## config.mk

```make
export PLATFORM = sky130hd
export DESIGN_NAME = utp_rx_master
export DESIGN_NICKNAME = d
export VERILOG_FILES = /design/src/rtl/utp_rx_pkg.sv /design/src/rtl/utp_rx_enable.sv /design/src/rtl/utp_rx_framer.sv /design/src/rtl/utp_rx_outreg.sv /design/src/rtl/utp_rx_master.sv
export SDC_FILE = /design/constraint.sdc
export NUM_CORES = 1
export LEC_CHECK = 0
export CORE_MARGIN = 5
export CORE_UTILIZATION = 53
export CTS_BUF_LIST = sky130_fd_sc_hd__clkbuf_4 sky130_fd_sc_hd__clkbuf_8
export DETAILED_ROUTE_END_ITERATION = 8
export HOLD_SLACK_MARGIN = 0.03
export PLACE_DENSITY = 0.82
export SLEW_MARGIN = 20
export SYNTH_ARGS = -nofsm -noshare
export SYNTH_HDL_FRONTEND = slang
export SYNTH_SLANG_ARGS = --single-unit
export TNS_END_PERCENT = 10
```

## constraint.sdc

```tcl
create_clock -name clk -period 2.15 [get_ports clk]
set_clock_uncertainty 0.2 [all_clocks]
set_input_delay 0.43 -clock clk [delete_from_list [all_inputs] [get_ports clk]]
set_output_delay 0.43 -clock clk [all_outputs]
set_load 0.05 [all_outputs]
```

## src/rtl/utp_rx_pkg.sv

```systemverilog
package utp_rx_pkg;
  localparam int unsigned ERR_PAR_BIT = 0;
  localparam int unsigned ERR_LEN_BIT = 1;

  typedef enum logic [1:0] {
    CLOSE_NONE = 2'd0,
    CLOSE_GOOD = 2'd1,
    CLOSE_BAD  = 2'd2
  } close_e;

  typedef struct packed {
    close_e     kind;
    logic [1:0] cause;
  } close_t;
endpackage

```

## src/rtl/utp_rx_enable.sv

```systemverilog
module utp_rx_enable (
  input  logic clk,
  input  logic rst_n,
  input  logic clav,
  input  logic in_cell,
  input  logic near_end,
  output logic enb_n,
  output logic en_seen
);
  logic on_q, on_d;
  logic seen_q;

  always_comb begin
    on_d = on_q;
    if (!on_q) begin
      if (clav && !in_cell) on_d = 1'b1;
    end else if (near_end && !clav) begin
      on_d = 1'b0;
    end
  end

  always_ff @(posedge clk or negedge rst_n) begin
    if (!rst_n) begin
      on_q   <= 1'b0;
      seen_q <= 1'b0;
    end else begin
      on_q   <= on_d;
      seen_q <= on_q;
    end
  end

  assign enb_n   = ~on_q;
  assign en_seen = seen_q;
endmodule

```

## src/rtl/utp_rx_framer.sv

```systemverilog
module utp_rx_framer
  import utp_rx_pkg::*;
#(
  parameter int unsigned DATA_W = 8,
  parameter int unsigned LEN_W  = 8,
  parameter bit          ODD    = 1'b1
) (
  input  logic              clk,
  input  logic              rst_n,
  input  logic              par_en,
  input  logic [LEN_W-1:0]  cell_len,
  input  logic              en_seen,
  input  logic              soc,
  input  logic [DATA_W-1:0] data,
  input  logic              prty,
  output logic              in_cell,
  output logic              near_end,
  output logic              take,
  output logic              first,
  output close_t            close
);
  logic             in_q, in_d;
  logic [LEN_W-1:0] cnt_q, cnt_d;
  logic             pbad_q, pbad_d;
  logic             byte_bad, pbad_now;
  logic             start, cont, trunc, last;

  generate
    if (ODD) begin : g_odd
      assign byte_bad = ~(^{data, prty});
    end else begin : g_even
      assign byte_bad = ^{data, prty};
    end
  endgenerate

  assign pbad_now = par_en & byte_bad;
  assign start    = soc & en_seen;
  assign cont     = in_q & ~soc;
  assign trunc    = in_q & soc;
  assign last     = cont && (cnt_q == cell_len - LEN_W'(1));
  assign near_end = cont && (cnt_q == cell_len - LEN_W'(4));
  assign take     = start | cont;
  assign first    = start;
  assign in_cell  = in_q;

  always_comb begin
    close = '{kind: CLOSE_NONE, cause: 2'b00};
    if (trunc) begin
      close.kind               = CLOSE_BAD;
      close.cause[ERR_LEN_BIT] = 1'b1;
      close.cause[ERR_PAR_BIT] = pbad_q;
    end else if (last) begin
      if (pbad_q || pbad_now) begin
        close.kind               = CLOSE_BAD;
        close.cause[ERR_PAR_BIT] = 1'b1;
      end else begin
        close.kind = CLOSE_GOOD;
      end
    end
  end

  always_comb begin
    in_d   = in_q;
    cnt_d  = cnt_q;
    pbad_d = pbad_q;
    if (start) begin
      in_d   = 1'b1;
      cnt_d  = LEN_W'(1);
      pbad_d = pbad_now;
    end else if (trunc) begin
      in_d   = 1'b0;
      cnt_d  = '0;
      pbad_d = 1'b0;
    end else if (last) begin
      in_d   = 1'b0;
      cnt_d  = '0;
      pbad_d = 1'b0;
    end else if (cont) begin
      cnt_d  = cnt_q + LEN_W'(1);
      pbad_d = pbad_q | pbad_now;
    end
  end

  always_ff @(posedge clk or negedge rst_n) begin
    if (!rst_n) begin
      in_q   <= 1'b0;
      cnt_q  <= '0;
      pbad_q <= 1'b0;
    end else begin
      in_q   <= in_d;
      cnt_q  <= cnt_d;
      pbad_q <= pbad_d;
    end
  end
endmodule

```

## src/rtl/utp_rx_outreg.sv

```systemverilog
module utp_rx_outreg
  import utp_rx_pkg::*;
#(
  parameter int unsigned DATA_W = 8
) (
  input  logic              clk,
  input  logic              rst_n,
  input  logic              take,
  input  logic              first,
  input  logic [DATA_W-1:0] data,
  input  close_t            close,
  output logic              wr_valid,
  output logic              wr_first,
  output logic [DATA_W-1:0] wr_data,
  output logic              out_commit,
  output logic              out_abort,
  output logic [1:0]        cause
);
  logic              v_q, f_q, c_q, a_q;
  logic [DATA_W-1:0] d_q;
  logic [1:0]        cause_q, cause_d;

  assign cause_d = (close.kind == CLOSE_BAD) ? close.cause : 2'b00;

  always_ff @(posedge clk or negedge rst_n) begin
    if (!rst_n) begin
      v_q     <= 1'b0;
      f_q     <= 1'b0;
      c_q     <= 1'b0;
      a_q     <= 1'b0;
      cause_q <= 2'b00;
    end else begin
      v_q     <= take;
      f_q     <= first;
      c_q     <= (close.kind == CLOSE_GOOD);
      a_q     <= (close.kind == CLOSE_BAD);
      cause_q <= cause_d;
    end
  end

  always_ff @(posedge clk or negedge rst_n) begin
    if (!rst_n) begin
      d_q <= '0;
    end else if (take) begin
      d_q <= data;
    end
  end

  assign wr_valid   = v_q;
  assign wr_first   = f_q;
  assign wr_data    = d_q;
  assign out_commit = c_q;
  assign out_abort  = a_q;
  assign cause      = cause_q;
endmodule

```

## src/rtl/utp_rx_master.sv

```systemverilog
module utp_rx_master
  import utp_rx_pkg::*;
#(
  parameter int unsigned DATA_W = 8,
  parameter int unsigned LEN_W  = 8,
  parameter bit          ODD    = 1'b1
) (
  input  logic              clk,
  input  logic              rst_n,
  input  logic              cfg_par_en,
  input  logic [LEN_W-1:0]  cfg_cell_len,
  input  logic              rx_clav,
  output logic              rx_enb_n,
  input  logic [DATA_W-1:0] rx_data,
  input  logic              rx_prty,
  input  logic              rx_soc,
  output logic              wr_valid,
  output logic              wr_first,
  output logic [DATA_W-1:0] wr_data,
  output logic              out_commit,
  output logic              out_abort,
  output logic              err_pulse,
  output logic [1:0]        err_stat
);
  logic [1:0] rs_q;
  logic       rst_i_n;
  logic       in_cell, near_end, en_seen, take, first;
  close_t     close;

  always_ff @(posedge clk or negedge rst_n) begin
    if (!rst_n) rs_q <= 2'b00;
    else        rs_q <= {rs_q[0], 1'b1};
  end
  assign rst_i_n = rs_q[1];

  utp_rx_enable u_enable (
    .clk      (clk),
    .rst_n    (rst_i_n),
    .clav     (rx_clav),
    .in_cell  (in_cell),
    .near_end (near_end),
    .enb_n    (rx_enb_n),
    .en_seen  (en_seen)
  );

  utp_rx_framer #(.DATA_W(DATA_W), .LEN_W(LEN_W), .ODD(ODD)) u_framer (
    .clk      (clk),
    .rst_n    (rst_i_n),
    .par_en   (cfg_par_en),
    .cell_len (cfg_cell_len),
    .en_seen  (en_seen),
    .soc      (rx_soc),
    .data     (rx_data),
    .prty     (rx_prty),
    .in_cell  (in_cell),
    .near_end (near_end),
    .take     (take),
    .first    (first),
    .close    (close)
  );

  utp_rx_outreg #(.DATA_W(DATA_W)) u_out (
    .clk        (clk),
    .rst_n      (rst_i_n),
    .take       (take),
    .first      (first),
    .data       (rx_data),
    .close      (close),
    .wr_valid   (wr_valid),
    .wr_first   (wr_first),
    .wr_data    (wr_data),
    .out_commit (out_commit),
    .out_abort  (out_abort),
    .cause      (err_stat)
  );

  assign err_pulse = out_abort;
endmodule

```

## Word-level counts from Yosys, hierarchy flattened

Cells that the tools add are included.

| operators by class | value |
|---|---|
| add/subtract/negate cells | 3 |
| multiply operators | 0 |
| divide/modulo/power cells | 0 |
| $lt $le $gt $ge | 0 |
| equality and inequality tests | 4 |
| shifts and indexed selects | 0 |
| mux-type cells | 22 |
| bitwise logic cells | 9 |
| reductions and logical operators | 10 |

Operators with widths:

| operator | count |
|---|---|
| $mux 8 | 4 |
| $eq 8x8->1 | 2 |
| $mux 1 | 14 |
| $reduce_xor 9->1 | 1 |
| $add 8x1->8 const B | 1 |
| $mux 2 | 4 |
| $sub 8x1->8 const B | 1 |
| $sub 8x3->8 const B | 1 |
| $and 1x1->1 | 4 |
| $logic_and 1x1->1 | 4 |
| $reduce_bool 4->1 | 1 |
| $not 1->1 | 3 |
| $reduce_bool 3->1 | 1 |
| $eq 2x1->1 const B | 1 |
| $eq 2x2->1 const B | 1 |
| $logic_not 1->1 | 2 |
| $or 1x1->1 | 2 |
| $logic_or 1x1->1 | 1 |

| word-level totals | value |
|---|---|
| register bits after elaboration | 28 |
| latch bits | 0 |
| memory bits (writable) | 0 |
| ROM bits | 0 |
| output and inout bits | 16 |
| logic and storage cells | 60 |
| memories | 0 |

## Longest topological paths before layout

| depth | value |
|---|---|
| depth after elaboration | 9 |
| mapped depth | 9 |
| mapped depth without buffers | 7 |

## Modules after synthesis

A second synthesis with hierarchy kept.

| unflattened totals | value |
|---|---|
| cells, all modules | 168 |
| area, all modules | 1,685.4 µm² |

Modules (own cells, without submodules):

| module | instances | cells each | area an instance (µm²) |
|---|---|---|---|
| utp_rx_framer | 1 | 132 | 1,043.5 |
| utp_rx_outreg | 1 | 27 | 511.7 |
| utp_rx_enable | 1 | 5 | 68.8 |
| utp_rx_master | 1 | 4 | 61.3 |

## Least setup slack after synthesis

Ideal clock, no wire load.

| timing path | value |
|---|---|
| path type | input port to flip-flop |
| from | in cfg_cell_len[0] |
| to | reg u_framer.in_q, in the netlist u_framer.in_cell |
| arrival | 1.840 ns |
| data required time | 1.806 ns |
| slack | -0.034 ns |
| stages | 8 |
| buffers on the path | 1 |
| cells stage by stage | inv_1 > ha_1 > xnor3_1 > nand4_1 > nor4_1 > and3_2 > buf_6 > nor2_1 |

| on the way | value |
|---|---|
| cells in the longest elaborated chain, start to end | 4 |

Ends and longest elaborated chain:

| what | line | RTL |
|---|---|---|
| start: declaration | utp_rx_master.sv:11 | `input logic [LEN_W-1:0] cfg_cell_len,` |
| $sub 8x1->8 | utp_rx_framer.sv:40 | `assign last = cont && (cnt_q == cell_len - LEN_W'(1));` |
| $eq 8x8->1 | utp_rx_framer.sv:40 |  |
| $logic_and 1x1->1 | utp_rx_framer.sv:40 |  |
| $reduce_bool 3->1 (no line) | -- |  |
| end signal: assignment | utp_rx_framer.sv:90 | `in_q <= in_d;` |
| end: declaration | utp_rx_framer.sv:22 | `logic in_q, in_d;` |

No other way between the ends.
A chain may end at the register's enable or synchronous reset.

## Final worst setup path

| timing path | value |
|---|---|
| from | in rx_data[4] |
| to | reg u_out.c_q, in the netlist u_out.out_commit |

| on the way | value |
|---|---|
| cells in the longest elaborated chain, start to end | 8 |

Ends and longest elaborated chain:

| what | line | RTL |
|---|---|---|
| start: declaration | utp_rx_master.sv:14 | `input logic [DATA_W-1:0] rx_data,` |
| $reduce_xor 9->1 | utp_rx_framer.sv:30 | `assign byte_bad = ~(^{data, prty});` |
| $not 1->1 | utp_rx_framer.sv:30 |  |
| $and 1x1->1 | utp_rx_framer.sv:36 | `assign pbad_now = par_en & byte_bad;` |
| $logic_or 1x1->1 | utp_rx_framer.sv:53 | `if (pbad_q \|\| pbad_now) begin` |
| $mux 2 | utp_rx_framer.sv:53 |  |
| $mux 2 | utp_rx_framer.sv:52 | `end else if (last) begin` |
| $mux 2 | utp_rx_framer.sv:48 | `if (trunc) begin` |
| $eq 2x1->1 | utp_rx_outreg.sv:35 | `c_q <= (close.kind == CLOSE_GOOD);` |
| end signal: assignment | utp_rx_outreg.sv:35 |  |
| end: declaration | utp_rx_outreg.sv:19 | `logic v_q, f_q, c_q, a_q;` |

No other way between the ends.

==> flow_metrics.tcl <==
set metrics [dict create \
    required_ns 2.23 \
    finalHoldViolCount 0 \
    place_congestion 0.882 \
    syn_to_final_growth_pct 42.0 \
    cap_violations 0 \
    cp-start-kind "input port" \
    numCtsBuffers 3 \
    grt_pass1_wl_um 7070 \
    tns_ns 0 \
    arrival_ns 2.22 \
    finalPower_mw 1.39 \
    cts_root_buffer "clkbuf_4" \
    drv_slew 0 \
    grt-ovfl-total 0 \
    rsz0062_at_grt "true" \
    io_pins 38 \
    worstSkewPairLatency_ns 0.33 \
    clkTransAtPathRegs_ns 0.15 \
    htreeDepth 1 \
    synthesis.nets 176 \
    drt_iter0_markers 88 \
    start_util_pct 54.2 \
    rows 20 \
    grt_max_degree 27 \
    dp_hpwl_um 3000 \
    finalCriticalPeriod_ns 2.14 \
    cts_sinks 28 \
    cts_setup_buffers 0 \
    postSynthAreaPerCell_um2 10.8 \
    syn-cell-area_um2 1610 \
    hold_slack_ns 0.0350 \
    ir_drop_uv 508 \
    drt_first_pass_iters 4 \
    diodes 0 \
    leakagePower_nw 1.14 \
    setup_violations 0 \
    tritoncts "yes" \
    crit_path_end_kind "flip-flop" \
    final_nets 235 \
    core_area_um2 2980 \
    vias_per_cell 5.69 \
    fillers 188 \
    die_x_um 65.2 \
    fin_crit_sh_pct 99.5 \
    multi_input_area_um2 893 \
    drive_gt1_share_pct 26.9 \
    avgRoutedWirePerCell_um 16.7 \
    synth-seq-cells 28 \
    crit_type "input port to flip-flop" \
    ant_nets 0 \
    placedCellCount 235 \
    drt_wl_total_um 4040 \
    dieArea_um2 4250 \
    max-slew-margin-rel_pct 65.2 \
    synth_warnings 0 \
    powerDensity_nw_per_um2 606 \
    worst_slew_pin_slew_ns 0.521 \
    cts_buffer_depth 2 \
    fmax_mhz 468 \
    register_area_um2 701 \
    crit_path_max_fanout 4 \
    final_cells 241 \
    die_h_um 65.2 \
    first_global_vias 1518 \
    antenna_found_initial 0 \
    synth_cells 150 \
    final_util_pct 76.9 \
    hold_path.class "flip-flop to asynchronous set/reset pin" \
    port_buffers 37 \
    status "completed" \
    vias 1372 \
    drc 0 \
    ys_types 38 \
    seq_area_frac_synth_pct 43.4 \
    gr-usage-all-layers_pct 21.3 \
]
-- metal layers --
layer	wire length, um	track usage (%)	up-vias
met1	1580	26.2	666
li1	-	-	638
met4	59	4.92	0
met2	2170	38.3	59
met5	0	0	-
met3	226	3.93	9
-- state kept, by name, indices dropped and copies added (netlist names), 2 cells and up --
signal	count
u_framer.cnt_q	8
u_out.wr_data	8
rs_q	2
u_out.cause	2
-- cells in the mapped netlist --
master	instances	area share, %
a21boi_2	1	0.70
a21o_1	1	0.47
a21oi_1	5	1.6
a22oi_1	1	0.47
a31o_2	2	1.1
a32o_1	1	0.62
a32oi_1	1	0.54
a41oi_1	1	0.54
and2_1	1	0.39
and3_1	3	1.2
and3_2	1	0.47
and4_1	2	1.1
buf_2	2	0.62
buf_4	1	0.47
buf_6	2	1.4
clkbuf_1	4	0.93
conb_1	1	0.23
dfrtp_1	28	43
ha_1	4	3.1
inv_1	9	2.1
mux2_2	8	5.6
mux2i_1	2	1.2
nand2_1	5	1.2
nand2b_1	2	0.78
nand3_1	1	0.31
nand4_1	6	2.3
nor2_1	7	1.6
nor2b_1	1	0.39
nor3_1	10	3.1
nor4_1	2	0.78
nor4_4	1	1.3
o21a_1	1	0.47
o21ai_0	2	0.62
o22ai_2	1	0.78
or4_4	1	0.70
xnor2_1	11	6.0
xnor3_1	2	2.8
xor2_1	16	8.7
-- final cells by class --
cell class                 instances  area share [%]
multi-input combinational        105            39.0
tap                               33            1.80
timing repair buffer              62            24.8
clock buffer                       3           0.983
sequential                        28            30.6
inverter                           9            1.47
clock inverter                     1            1.31
-- what timing repair did --
action / in CTS / in global routing
endpoints found under the hold margin: 2 / 0
hold buffers: 1 / 0
pin swaps: 4 / 4
gates cloned: 1 / 0
gates resized for setup: 23 / 10
setup endpoints to repair: 19 / 21
-- cells in the final DEF (no fill, tap or decap), types with 3 or more instances in the layout --
cell type and n:
clkdlybuf4s50_1 16, buf_4 25, ha_2 3, nor2_1 7
nand4_1 6, nand2_1 5, a21oi_1 4, inv_1 9
dlygate4sd2_1 10, dlymetal6s2s_1 9, nor3_1 10, xor2_1 15
dfrtp_1 28, xnor2_1 10, clkbuf_4 3, mux2_2 8
-- worst paths after layout --
check,from,to,slack [ns],cells past startpoint
worst max-delay path,rx_data[4],u_out.out_commit,0.01,6
worst min-delay path,rs_q[1],u_framer.cnt_q[3],0.04,1
worst max register to register,u_framer.cnt_q[2],u_out.out_abort,0.11,6
worst min register to register,rs_q[1],u_framer.cnt_q[3],0.04,1
max in group asynchronous,rst_n,rs_q[1],1.06,2
min in group clk,rs_q[0],rs_q[1],0.17,0
-- metrics by stage --
step                area (um^2)  worst slack, ns
finish                     2290           0.0112
global route               2290          -0.0189
CTS                        2260          -0.0277
detailed placement         2150           -0.678
global placement           2150           -0.573
floorplan                  1620         -0.00832
-- power breakdown --
part	internal [mW]	switching, mW	leakage (nW)
clock network	0.189	0.155	0.0279
registers	0.566	0.0258	0.341
logic	0.197	0.257	0.768
-- worst max-delay path, cell delays in order --
cell	delay [ns]
clkdlybuf4s50_1	0.50
xor2_1	0.16
xnor3_1	0.46
xnor2_2	0.18
a21oi_1	0.27
and4_1	0.22
-- cell families after synthesis --
kind of cell | Yosys count | synth area share (%)
xor+xnor | 29 | 17.5
fa+ha+maj | 4 | 3.10
simple gates | 43 | 15.6
mux | 10 | 6.83
other cells | 1 | 0.233
flops | 28 | 43.4
compound gates | 17 | 7.84
buf+inv | 18 | 5.51
Power figures use the tool's default switching activity.
